### config.mk
export PLATFORM = sky130hd
export DESIGN_NAME = rpk_unit
export DESIGN_NICKNAME = d
export VERILOG_FILES = /design/src/rtl/rpk_pkg.sv /design/src/rtl/rpk_prefix_reg.sv /design/src/rtl/rpk_window_map.sv /design/src/rtl/rpk_key_store.sv /design/src/rtl/rpk_unit.sv
export SDC_FILE = /design/constraint.sdc
export NUM_CORES = 1
export LEC_CHECK = 0
export ABC_AREA = 1
export BUFFER_PORTS_ARGS = -buffer_cell sky130_fd_sc_hd__clkbuf_2
export CORE_AREA = 2 2 179 181
export CTS_CLUSTER_SIZE = 14
export DETAILED_ROUTE_END_ITERATION = 7
export DIE_AREA = 0 0 181 183
export MAX_ROUTING_LAYER = met4
export PLACE_DENSITY = 0.85
export SETUP_SLACK_MARGIN = 0.3
export SYNTH_ARGS = -nofsm -noshare
export SYNTH_HDL_FRONTEND = slang
export SYNTH_HIERARCHICAL = 1
export SYNTH_SLANG_ARGS = --single-unit
### constraint.sdc
create_clock -name clk -period 10.9 [get_ports clk]
set_clock_uncertainty 0.15 [all_clocks]
set_input_delay 1.09 -clock clk [delete_from_list [all_inputs] [get_ports clk]]
set_output_delay 1.09 -clock clk [all_outputs]
set_load 0.02 [all_outputs]
### src/rtl/rpk_pkg.sv
package rpk_pkg;
    localparam int WIN_LSB     = 13;
    localparam int WIN_BYTES   = 1 << WIN_LSB;
    localparam int KEY_W       = 2;
    localparam int KEY_REF_BIT = 1;
    localparam int KEY_CHG_BIT = 0;

    typedef enum logic [1:0] {
        ST_IDLE,
        ST_MAP,
        ST_KEY,
        ST_RESP
    } rpk_state_e;
endpackage

### src/rtl/rpk_prefix_reg.sv
module rpk_prefix_reg
    import rpk_pkg::*;
#(
    parameter int ADDR_W = 32
) (
    input  logic              clk,
    input  logic              rst_n,
    input  logic              wr_en,
    input  logic [ADDR_W-1:0] wr_data,
    output logic [ADDR_W-1:0] pfx
);
    always_ff @(posedge clk) begin
        if (!rst_n) begin
            pfx <= '0;
        end else if (wr_en) begin
            // keep the prefix aligned to the window size
            pfx <= {wr_data[ADDR_W-1:WIN_LSB], {WIN_LSB{1'b0}}};
        end
    end
endmodule

### src/rtl/rpk_window_map.sv
module rpk_window_map
    import rpk_pkg::*;
#(
    parameter int ADDR_W = 32,
    parameter int LEN_W  = 16
) (
    input  logic [ADDR_W-1:0] raddr,
    input  logic [LEN_W-1:0]  len,
    input  logic [ADDR_W-1:0] pfx,
    output logic [ADDR_W-1:0] abs_addr,
    output logic [LEN_W-1:0]  len_out
);
    localparam logic [ADDR_W-1:0] WIN = ADDR_W'(WIN_BYTES);

    logic              in_low;
    logic              in_pfx;
    logic [ADDR_W-1:0] down;
    logic [ADDR_W-1:0] off;
    logic [ADDR_W-1:0] room;
    logic [ADDR_W-1:0] len_ext;

    always_comb begin
        down    = raddr - pfx;
        in_low  = (raddr < WIN);
        in_pfx  = !in_low && (raddr >= pfx) && (down < WIN);
        off     = in_low ? raddr : down;
        room    = WIN - off;
        len_ext = ADDR_W'(len);

        if (in_low) begin
            abs_addr = raddr + pfx;
        end else if (in_pfx) begin
            abs_addr = down;
        end else begin
            abs_addr = raddr;
        end

        if ((in_low || in_pfx) && (len_ext > room)) begin
            len_out = LEN_W'(room);
        end else begin
            len_out = len;
        end
    end
endmodule

### src/rtl/rpk_key_store.sv
module rpk_key_store
    import rpk_pkg::*;
#(
    parameter int NUM_PAGES = 64,
    parameter int IDX_W     = (NUM_PAGES > 1) ? $clog2(NUM_PAGES) : 1
) (
    input  logic             clk,
    input  logic             rst_n,
    input  logic             we,
    input  logic [IDX_W-1:0] idx,
    input  logic [KEY_W-1:0] set_mask,
    output logic [KEY_W-1:0] new_val
);
    logic [KEY_W-1:0] keys [NUM_PAGES];
    logic [KEY_W-1:0] old_val;

    for (genvar g = 0; g < NUM_PAGES; g++) begin : g_page
        always_ff @(posedge clk) begin
            if (!rst_n) begin
                keys[g] <= '0;
            end else if (we && (idx == IDX_W'(g))) begin
                keys[g] <= keys[g] | set_mask;
            end
        end
    end

    always_comb begin
        old_val = '0;
        for (int i = 0; i < NUM_PAGES; i++) begin
            if (idx == IDX_W'(i)) begin
                old_val = keys[i];
            end
        end
        new_val = old_val | set_mask;
    end
endmodule

### src/rtl/rpk_unit.sv
module rpk_unit
    import rpk_pkg::*;
#(
    parameter int ADDR_W     = 32,
    parameter int LEN_W      = 16,
    parameter int PAGE_SHIFT = 12,
    parameter int NUM_PAGES  = 64,
    parameter int IDX_W      = (NUM_PAGES > 1) ? $clog2(NUM_PAGES) : 1
) (
    input  logic              clk,
    input  logic              rst_n,
    input  logic              pfx_wr_en,
    input  logic [ADDR_W-1:0] pfx_wr_data,
    input  logic [ADDR_W-1:0] mem_limit,
    input  logic              req_valid,
    output logic              req_ready,
    input  logic [ADDR_W-1:0] req_addr,
    input  logic [LEN_W-1:0]  req_len,
    input  logic              req_rd,
    input  logic              req_wr,
    output logic              rsp_valid,
    output logic [ADDR_W-1:0] rsp_addr,
    output logic [LEN_W-1:0]  rsp_len,
    output logic              rsp_addr_exc,
    output logic              key_wr_en,
    output logic [IDX_W-1:0]  key_wr_page,
    output logic [KEY_W-1:0]  key_wr_val
);
    localparam logic [ADDR_W:0] KEY_SPAN = (ADDR_W+1)'(NUM_PAGES) << PAGE_SHIFT;

    rpk_state_e state_q, state_d;

    logic [ADDR_W-1:0] pfx_q;
    logic [ADDR_W-1:0] pfx_snap_q;
    logic [ADDR_W-1:0] raddr_q;
    logic [LEN_W-1:0]  len_q;
    logic              rd_q, wr_q;
    logic [ADDR_W-1:0] abs_q;
    logic [LEN_W-1:0]  rlen_q;
    logic              exc_q;

    logic [ADDR_W-1:0] map_abs;
    logic [LEN_W-1:0]  map_len;
    logic              map_exc;
    logic [KEY_W-1:0]  set_mask;

    rpk_prefix_reg #(.ADDR_W(ADDR_W)) u_pfx (
        .clk     (clk),
        .rst_n   (rst_n),
        .wr_en   (pfx_wr_en),
        .wr_data (pfx_wr_data),
        .pfx     (pfx_q)
    );

    rpk_window_map #(.ADDR_W(ADDR_W), .LEN_W(LEN_W)) u_map (
        .raddr    (raddr_q),
        .len      (len_q),
        .pfx      (pfx_snap_q),
        .abs_addr (map_abs),
        .len_out  (map_len)
    );

    assign map_exc = (map_abs > mem_limit) || ({1'b0, map_abs} >= KEY_SPAN);

    always_comb begin
        set_mask              = '0;
        set_mask[KEY_REF_BIT] = rd_q;
        set_mask[KEY_CHG_BIT] = wr_q;
    end

    rpk_key_store #(.NUM_PAGES(NUM_PAGES), .IDX_W(IDX_W)) u_keys (
        .clk      (clk),
        .rst_n    (rst_n),
        .we       (key_wr_en),
        .idx      (key_wr_page),
        .set_mask (set_mask),
        .new_val  (key_wr_val)
    );

    // state register
    always_ff @(posedge clk) begin
        if (!rst_n) begin
            state_q <= ST_IDLE;
        end else begin
            state_q <= state_d;
        end
    end

    // next-state selection
    always_comb begin
        state_d = state_q;
        unique case (state_q)
            ST_IDLE: if (req_valid) state_d = ST_MAP;              // accept
            ST_MAP:  state_d = (!map_exc && (rd_q || wr_q))
                               ? ST_KEY                            // to_key
                               : ST_RESP;                          // skip_key
            ST_KEY:  state_d = ST_RESP;                            // key_done
            ST_RESP: state_d = ST_IDLE;                            // resp_done
            default: state_d = ST_IDLE;
        endcase
    end

    // request capture and mapping results
    always_ff @(posedge clk) begin
        if (!rst_n) begin
            pfx_snap_q <= '0;
            raddr_q    <= '0;
            len_q      <= '0;
            rd_q       <= 1'b0;
            wr_q       <= 1'b0;
            abs_q      <= '0;
            rlen_q     <= '0;
            exc_q      <= 1'b0;
        end else begin
            if (state_q == ST_IDLE && req_valid) begin
                pfx_snap_q <= pfx_q;
                raddr_q    <= req_addr;
                len_q      <= req_len;
                rd_q       <= req_rd;
                wr_q       <= req_wr;
            end
            if (state_q == ST_MAP) begin
                abs_q  <= map_abs;
                rlen_q <= map_len;
                exc_q  <= map_exc;
            end
        end
    end

    // outputs decoded from state
    always_comb begin
        req_ready    = (state_q == ST_IDLE);
        rsp_valid    = (state_q == ST_RESP);
        key_wr_en    = (state_q == ST_KEY);
        key_wr_page  = abs_q[PAGE_SHIFT +: IDX_W];
        rsp_addr     = abs_q;
        rsp_len      = rlen_q;
        rsp_addr_exc = exc_q;
    end
endmodule

* Word-level counts from Yosys, hierarchy flattened
Memories as Yosys holds them, arrays and structs flattened.
Index checks and enable logic that the tools add are counted.
** Cells by class
- Mux-type cells :: 328
- Bitwise logic cells :: 129
- Equal/unequal tests :: 67
- Reduce and logical (&&, ||, !) cells :: 76
- $add $sub $neg :: 3
- Magnitude comparators :: 6
** Operator list (count)
- 2-to-1 mux 2 bit :: 129
- 2-to-1 mux 1 bit :: 194
- == test 6 bit (second input constant) :: 32
- OR 2 bit :: 65
- == test 6 x 5 -> 1 bit (second input constant) :: 16
- 2-to-1 mux 32 bit :: 3
- logical AND 1 bit :: 69
- < comparator 32 x 14 -> 1 bit (second input constant) :: 2
- OR 1 bit :: 64
- == test 6 x 4 -> 1 bit (second input constant) :: 8
- adder 32 bit :: 1
- >= comparator 32 x 19 -> 1 bit (second input constant) :: 1
- >= comparator 32 bit :: 1
- > comparator 16 x 32 -> 1 bit :: 1
- > comparator 32 bit :: 1
- subtractor 14 x 32 -> 32 bit (first input constant) :: 1
- subtractor 32 bit :: 1
- == test 6 x 3 -> 1 bit (second input constant) :: 4
- 2-to-1 mux 16 bit :: 1
- == test 6 x 2 -> 1 bit (second input constant) :: 2
- case mux 2 bit (4 select lines) :: 1
- == test 6 x 1 -> 1 bit (second input constant) :: 1
- zero test 6 bit :: 1
- == test 2 bit (second input constant) :: 2
- 5 further kinds :: 8
** Word-level totals
- Memories :: 1
- Bits of input ports :: 118
- Register bits :: 139
- Output and inout bits :: 60
- Memory bits (writable) :: 128
- Logic and storage cells :: 620
** Memories
- u_keys.keys :: depth 64, bits a word 2, rd ports 64, clocked after Yosys merged registers in 0, write ports 64, line rpk_key_store.sv:14 : logic [KEY_W-1:0] keys [NUM_PAGES];

* Longest topological paths before layout
Gate-level depths: netlist (run 1).
- Depth after elaboration :: 66
- Mapped depth :: 39
- Depth with buffers taken out :: 37

* Hierarchy
The synthesis (run 1) kept the hierarchy.
** By module, submodules not included
- rpk_key_store :: seq. area each 3843.7 um^2, area each 7153.1 um^2, cells an instance 932, times used 1
- rpk_window_map :: seq. area each 0.0 um^2, area each 6451.2 um^2, cells an instance 1289, times used 1
- rpk_unit :: seq. area each 2662.6 um^2, area each 5612.9 um^2, cells an instance 742, times used 1
- rpk_prefix_reg :: seq. area each 380.4 um^2, area each 892.1 um^2, cells an instance 134, times used 1

* Worst setup path before layout (run 1)
Ideal clock, no wire load.
- Path type :: register to output
- Start point :: register abs_q[12], in the netlist rsp_addr[12]
- End point :: output key_wr_val[0]
- Buffers on the path :: 0
- Arrival :: 3.327 ns
- Path slack :: 6.333 ns
- Data required time :: 9.660 ns
- Stages on the path, launching flop included :: 36
- Cells stage by stage :: dfxtp_1 inv_1 nand2_2 nor2_1 nand3_1 nand3_1 nor2_1 nand4_1 nor2_1 nand4_1 nor2_1 nand4_1 nor2_1 nand4_1 nor2_1 nand4_1 nor2_1 nand4_1 nor2_1 nand4_1 nor2_1 nand4_1 nor2_1 nand4_1 nor2_1 nand4_1 nor2_1 nand4_1 nand2_1 nand4_1 nor3_2 nand4_1 nor2_1 nand4_1 nor2_1 nand4_1
** On the way
- Word-level cells in the longest chain between the ends :: 66
- Elaborated cells on any way between the ends :: 129
- Those cells by class :: 63 x eq/ne; 64 x mux; 1 x bitwise; 1 x reduce/logical
** RTL lines
- start, declared :: line rpk_unit.sv:38 : logic [ADDR_W-1:0] abs_q;
- start signal, assigned :: line rpk_unit.sv:123 : abs_q <= map_abs;
- zero test 6 bit :: line rpk_key_store.sv:30 : if (idx == IDX_W'(i)) begin
- 2-to-1 mux 2 bit (63 in series) :: line rpk_key_store.sv:30
- 2-to-1 mux 2 bit * :: line rpk_key_store.sv:30
- OR 2 bit * :: line rpk_key_store.sv:34 : new_val = old_val | set_mask;
- end, declared :: line rpk_unit.sv:27 : output logic [KEY_W-1:0] key_wr_val
Mark *: on every way between the ends. The rest lies on a longest branch, timed or not.

* Worst setup path after layout (run 1)
- Start point :: register abs_q[16], in the netlist rsp_addr[16]
- End point :: output key_wr_val[0]
Same word-level chain as after synthesis.

==> results.sh, run 1 <==
export IMPL_overflow=0
export IMPL_nNetsFinal=3402
export IMPL_grt_pass1_vias=19500
export IMPL_grt_setup_unrepaired="false"
export IMPL_synth_most_common_cell="nor2_1"
export IMPL_synth_top_cell_area_share_pct=19.1
export IMPL_core_area_um2=31200
export IMPL_wire_per_inst_um=17.5
export IMPL_yosys_top_cells_count="nor2_1, nand2_1, inv_1, o21ai_0, nand3_1"
export IMPL_hold_class="reg2reg"
export IMPL_finalSetupViolCount=0
export IMPL_fp_dieH_um=183
export IMPL_post_cts_buffers=0
export IMPL_hold_ws_ns=0.317
export IMPL_viasPerCell=5.77
export IMPL_area_growth_syn_to_layout_pct=8.94
export IMPL_critPathArrivalTime_ns=5.42
export IMPL_drc=0
export IMPL_fmax_mhz=150
export IMPL_ys_seq_elements=280
export IMPL_synth_cell_types=57
export IMPL_startpoint_type="flip-flop"
export IMPL_slew_viol_final=0
export IMPL_yosysWarnings=6
export IMPL_dp_hpwl_mm=47.3
export IMPL_crit_fanout=15
export IMPL_status="complete, no violations"
export IMPL_grtUsageTotal_pct=38.3
export IMPL_antenna_left=0
export IMPL_antenna_found_initial=3
export IMPL_syn_area_um2=20100
export IMPL_vias=20700
export IMPL_post_cts_resized=0
export IMPL_fin_crit_ns=6.66
export IMPL_postSynthCellCount=3097
export IMPL_synth_top_flop_cell="dfxtp_1"
export IMPL_cp_slowest_stage_delay_ns=0.55
export IMPL_grt_pass1_wl_mm=99.0
export IMPL_hold_violations=0
export IMPL_drive_gt1_share_pct=10.0
export IMPL_cap_violations=0
export IMPL_start_util_pct=64.4
export IMPL_clk_pin_slew_worst_paths_ns=0.06
export IMPL_htree_levels=1
export IMPL_ios=178
export IMPL_cts_sinks=280
export IMPL_critPathCaptureType="output pin"
export IMPL_p_leak_nw=10.7
export IMPL_gp_congestion=1.03
export IMPL_setup_tns_final_ns=0
export IMPL_drtIter0Drc=2269
export IMPL_numCtsBuffers=30
export IMPL_port_buffers=164
export IMPL_async_flop_share_pct=0
export IMPL_grt_max_degree=98
export IMPL_cts_root_buffer="clkbuf_16"
export IMPL_first_pass_iters=6
export IMPL_crit_type="reg2out"
export IMPL_peakVddDrop_mv=0.242
export IMPL_rows=65
export IMPL_cts_hold_buf=0
export IMPL_cts_max_path_buffers=3
export IMPL_wl_mm=62.9
export IMPL_tightestPinTransition_ns=1.37
export IMPL_clkLatencyLatePin_ns=0.58
export IMPL_cp_common_cell="nand4_1"
export IMPL_slowest_stage="dfxtp_1"
export IMPL_die_w_um=181
export IMPL_fin_crit_sh_pct=61.1
export IMPL_synth_edf_count=128
export IMPL_syn_avg_cell_area_um2=6.49
export IMPL_powerDensity_nw_per_um2=268
export IMPL_worst_ep_required_time_ns=9.66
export IMPL_slew_headroom_pct=8.46
export IMPL_synth_area_leaders="edfxtp_1, dfxtp_1, nor2_1"
export IMPL_cts_tree="built"
export IMPL_yosysSeqAreaShare_pct=34.2
export IMPL_yosysTopAreaCell="edfxtp_1"
export IMPL_die_area_um2=33100
-- worst max-delay path: cells and delay by family, from the launching register on --
family | cells | cell delay [ns]
and+or+nand+nor | 32 | 3.85
DFF | 1 | 0.55
buffers and inverters | 2 | 0.42
-- placed cells by master (no fill, tap or decap), drive strengths merged, types with 3 or more instances in the layout --
master and n:
nor2 760, nand2 739, inv 374, o21ai 221
clkbuf 203, nand3 161, dfxtp 152, a21oi 144
edfxtp 128, ha 116, nand4 64, nor3 18
xor2 16, conb 13, clkinv 12, buf 10
nor4 7, or2 7, o21bai 6, bufinv 5
and2 5, a21o 4, o21a 4, diode 3
a31oi 3
-- state kept, by name, summed over array words and instances, names as in the netlist, 2 cells and up --
signal       flops
len_q           16
pfx_snap_q      32
raddr_q         32
rsp_addr        32
rsp_len         16
state_q          2
u_keys/keys    128
u_pfx/pfx       19
-- routing by layer --
metal / up-vias / share of wire [%] / routed length [µm] / GRT usage, %
met5: - / 0 / 0 / -
met4: 0 / 4.9 / 3100 / 16.1
met3: 231 / 7.9 / 4990 / 3.93
met2: 1033 / 47 / 29800 / 65.5
met1: 9532 / 40 / 25000 / 46.5
li1: 9952 / - / - / -
-- stage by stage --
step / setup WS (ns) / cells / area (µm²) / power (mW) / utilization [%]
after floorplan: 6.33 / 3109 / 20200 / 3.80 / -
after global placement: 5.12 / 3536 / 20800 / 4.60 / 66.7
after detailed placement: 5.06 / 3536 / 20800 / 4.68 / 66.7
after CTS: 4.40 / 3592 / 21900 / 5.80 / 70.1
after global routing: 3.86 / 3595 / 21900 / 6.29 / 70.1
final: 4.24 / 3595 / 21900 / 5.87 / 70.1
-- report_power, final --
part | internal [mW] | switching [mW]
registers | 1.27 | 0.173
logic | 0.957 | 2.37
clock network | 0.661 | 0.439
-- cell families after synthesis --
family / after synthesis / share of synthesized area (%)
buffers and inverters: 525 / 10.8
xor gates and xnor gates: 17 / 0.740
adders and majority gates: 118 / 7.42
other: 1 / 0.0186
and+or+nand+nor: 1764 / 36.5
DFF: 280 / 34.2
AOI/OAI and AO/OA: 392 / 10.3
-- worst paths after layout --
path                  from       endpoint  slack, ns  cells after the start
max           rsp_addr[16]  key_wr_val[0]       4.24                     34
max reg2reg  pfx_snap_q[7]     state_q[0]       4.89                     31
min reg2reg  u_pfx/pfx[19]  u_pfx/pfx[19]       0.32                      2
min          u_pfx/pfx[19]  u_pfx/pfx[19]       0.32                      2
-- cell type report --
class / instances / area, µm²
repair buffers: 173 / 895
well taps: 402 / 503
clock inverters: 16 / 243
inverters: 377 / 1420
clock buffers: 40 / 838
fillers: 2626 / 9320
diodes: 3 / 7.51
flip-flops and latches: 280 / 6890
multi-input cells: 2304 / 11100
Power figures use the tool's default switching activity.
==> run 2: changes to the inputs <==
--- a/config.mk
+++ b/config.mk
@@ -5,14 +5,14 @@
 export SDC_FILE = /design/constraint.sdc
 export NUM_CORES = 1
 export LEC_CHECK = 0
-export ABC_AREA = 1
+export ABC_AREA = 0
 export BUFFER_PORTS_ARGS = -buffer_cell sky130_fd_sc_hd__clkbuf_2
-export CORE_AREA = 2 2 179 181
+export CORE_AREA = 2 2 183 185
 export CTS_CLUSTER_SIZE = 14
 export DETAILED_ROUTE_END_ITERATION = 7
-export DIE_AREA = 0 0 181 183
+export DIE_AREA = 0 0 185 187
 export MAX_ROUTING_LAYER = met4
-export PLACE_DENSITY = 0.85
+export PLACE_DENSITY = 0.8
 export SETUP_SLACK_MARGIN = 0.3
 export SYNTH_ARGS = -nofsm -noshare
 export SYNTH_HDL_FRONTEND = slang
==> constraint.sdc (replaced) <==
create_clock -name clk -period 6.9 [get_ports clk]
set_clock_uncertainty 0.15 [all_clocks]
set_input_delay 0.69 -clock clk [delete_from_list [all_inputs] [get_ports clk]]
set_output_delay 0.69 -clock clk [all_outputs]
set_load 0.02 [all_outputs]
==> run 2 against run 1 <==
Against the previous run: hold slack worse by 0.13 ns; power is 30% higher; sequential cell count stayed put; register-to-register slack worse by 4.4 ns; final area is 2.1% lower; largest cell class unchanged; largest power group unchanged.
==> results.sh, run 2 <==
export IMPL_status="complete, no violations"
export IMPL_critPathBufInv=2
export IMPL_powerDensity_nw_per_um2=356
export IMPL_yosysSeqAreaShare_pct=35.2
export IMPL_startpoint_type="flip-flop"
export IMPL_final_cells=2881
export IMPL_place_worst_setup_slack_ns=0.659
export IMPL_grt_setup_unrepaired="false"
export IMPL_grt_pass1_vias=17300
export IMPL_drc=0
export IMPL_setup_tns_final_ns=0
export IMPL_post_cts_resized=0
export IMPL_crit_family="compound AO/OA/AOI/OAI gates"
export IMPL_syn_area_um2=19600
export IMPL_worst_ep_required_time_ns=7.15
export IMPL_hold_violations=0
export IMPL_overflow=0
export IMPL_numCtsBuffers=30
export IMPL_drive_gt1_share_pct=12.3
export IMPL_hold_ws_ns=0.183
export IMPL_total_power_mw=7.63
export IMPL_routed_top_layer="met4"
export IMPL_setup_slack_ns=0.539
export IMPL_grtUsageTotal_pct=32.7
export IMPL_cp_slowest_stage_delay_ns=0.77
export IMPL_cap_violations=0
export IMPL_cts_tree="built"
export IMPL_nNetsFinal=2645
export IMPL_core_area_um2=32900
export IMPL_vias=18000
export IMPL_crit_type="reg2reg"
export IMPL_yosysTopAreaCell="edfxtp_1"
export IMPL_fin_crit_ns=6.36
export IMPL_dr_wl_met3_mm=4.31
export IMPL_cts_root_buffer="clkbuf_16"
export IMPL_critPathArrivalTime_ns=6.61
export IMPL_antenna_found_initial=0
export IMPL_gp_congestion=0.979
export IMPL_place_inst=2825
export IMPL_area_growth_syn_to_layout_pct=9.69
export IMPL_critPathCaptureType="flip-flop"
export IMPL_wire_per_inst_um=19.7
export IMPL_timing_reg2reg_setup_slack_ns=0.54
export IMPL_grt_pass1_wl_mm=89.3
export IMPL_routedLengthMet1_mm=23.6
export IMPL_synth_cell_types=101
export IMPL_max_flop_register="u_keys/keys"
export IMPL_htree_levels=1
export IMPL_clkLatencyLatePin_ns=0.57
export IMPL_slew_viol_final=0
export IMPL_postSynthCellCount=2360
export IMPL_fillCellCount=2825
export IMPL_synth_top_cell_area_share_pct=19.7
export IMPL_crit_fanout=12
export IMPL_slew_headroom_pct=13.2
export IMPL_drtIter0Drc=1802
export IMPL_hold_class="in2reg"
export IMPL_final_common_cell="nand2_1"
export IMPL_rows=67
export IMPL_largest_reg_flops=128
export IMPL_synth_area_leaders="edfxtp_1, dfxtp_1, ha_1"
export IMPL_slowest_stage="o31ai_1"
export IMPL_ys_seq_elements=280
export IMPL_fp_dieH_um=187
export IMPL_cts_max_path_buffers=3
export IMPL_p_leak_nw=8.48
export IMPL_yosys_top_cells_count="nand2_1, nor2_1, nor3_1, dfxtp_1, o21ai_0"
export IMPL_fin_crit_sh_pct=92.2
export IMPL_start_util_pct=59.5
export IMPL_tightestPinTransition_ns=1.30
export IMPL_clk_pin_slew_worst_paths_ns=0.06
export IMPL_path_cells="inv_1, ha_1, inv_1, o31ai_1, a31o_1, o21ai_1, a211o_1, a2111oi_4, and3_1, nor2_1, a211oi_1, ha_1, a21o_1, nand3_1, a21oi_1, or4b_1, o211ai_2, a31oi_1"
export IMPL_route_met2_wl_mm=26.7
export IMPL_synth_top_flop_cell="dfxtp_1"
export IMPL_antenna_left=0
export IMPL_ios=178
export IMPL_synth_edf_count=128
export IMPL_first_pass_iters=7
export IMPL_syn_avg_cell_area_um2=8.29
export IMPL_num_antenna_cells=0
export IMPL_wl_mm=56.6
export IMPL_grt_max_degree=83
export IMPL_dp_hpwl_mm=40.6
export IMPL_synth_most_common_cell="nand2_1"
export IMPL_finalSetupViolCount=0
export IMPL_cts_sinks=280
export IMPL_yosysWarnings=6
export IMPL_die_w_um=185
export IMPL_viasPerCell=6.25
export IMPL_port_buffers=164
export IMPL_die_area_um2=34600
export IMPL_layout_common_cells="nand2_1, nor2_1, clkbuf_2"
export IMPL_fmax_mhz=157
export IMPL_async_flop_share_pct=0
export IMPL_cts_hold_buf=0
export IMPL_peakVddDrop_mv=0.259
==> run 2: changes by cell type in the layout (fill, tap and decap cells not counted), moves of 81 or more <==
cell	before	now
nor2_1	745	206
nand2_1	704	295
mux2i_1	0	107
nor3_1	13	155
a21boi_1	0	82
nand3_1	155	34
o21ai_0	215	134
nor2b_1	0	87
inv_1	354	121
==> run 2: layer usage <==
| metal | up-vias | global-route usage [%] |
|---|---|---|
| li1 | 8470 | - |
| met1 | 8533 | 42.4 |
| met2 | 861 | 52.8 |
| met3 | 152 | 3.56 |
| met4 | 0 | 11.7 |
| met5 | - | - |
==> run 2: power breakdown <==
part | leakage [nW] | internal, mW | switching (mW)
Combinational | 5.36 | 1.35 | 2.42
Clock | 0.562 | 1.11 | 0.685
Sequential | 2.56 | 1.89 | 0.175
==> run 2: kinds of logic (layout without fill, tap and decap cells) <==
family                     after synthesis  in the layout  synth area share [%]
muxes                                  120            120                  6.40
buffers and inverters                  306            367                  6.83
and+or+nand+nor                        920            920                  22.4
DFF                                    280            280                  35.2
adders and majority gates              118            118                  7.63
xor gates and xnor gates                46             46                  2.06
AOI/OAI and AO/OA                      569            569                  19.5
other                                    1             13                0.0192
==> run 2: cell type report <==
cell class                 count  area (µm²)  share of cell area [%]
sequential                   280        6890                    32.1
timing repair buffer         188        1000                    4.68
clock buffer                  42         952                    4.44
multi-input combinational   1786       11400                    53.2
tap                          448         561                    2.61
clock inverter                14         179                   0.834
inverter                     123         462                    2.15
==> run 2: what timing repair did <==
item / 4_1_cts / 5_1_grt
setup endpoints to repair: 0 / 2
buffers inserted: 0 / 0
hold endpoints to repair: 0 / 0
==> run 2: worst paths after layout <==
check	from	to	cells after the start
setup / recovery	pfx_snap_q[20]	rsp_addr_exc	18
hold / removal	req_addr[24]	raddr_q[24]	3
setup reg to reg	pfx_snap_q[20]	rsp_addr_exc	18
hold reg to reg	u_pfx/pfx[13]	pfx_snap_q[13]	2
==> run 2: worst reg2reg max path, stage by stage, from the launching register on <==
cell and delay [ns]:
dfxtp_1 0.36, inv_1 0.06, ha_1 0.55, inv_1 0.21, o31ai_1 0.78, a31o_1 0.36
o21ai_1 0.10, a211o_1 0.35, a2111oi_4 0.50, and3_1 0.37, nor2_1 0.15, a211oi_1 0.61
ha_1 0.37, a21o_1 0.16, nand3_1 0.07, a21oi_1 0.06, or4b_1 0.67, o211ai_2 0.23
a31oi_1 0.10
==> run 2: stage by stage <==
stage	utilization, %	instance area (µm²)
after detailed placement	61.8	20300
after CTS	65.3	21400
final	65.3	21400
after global placement	61.8	20300
after floorplan	-	19600
after global routing	65.3	21400
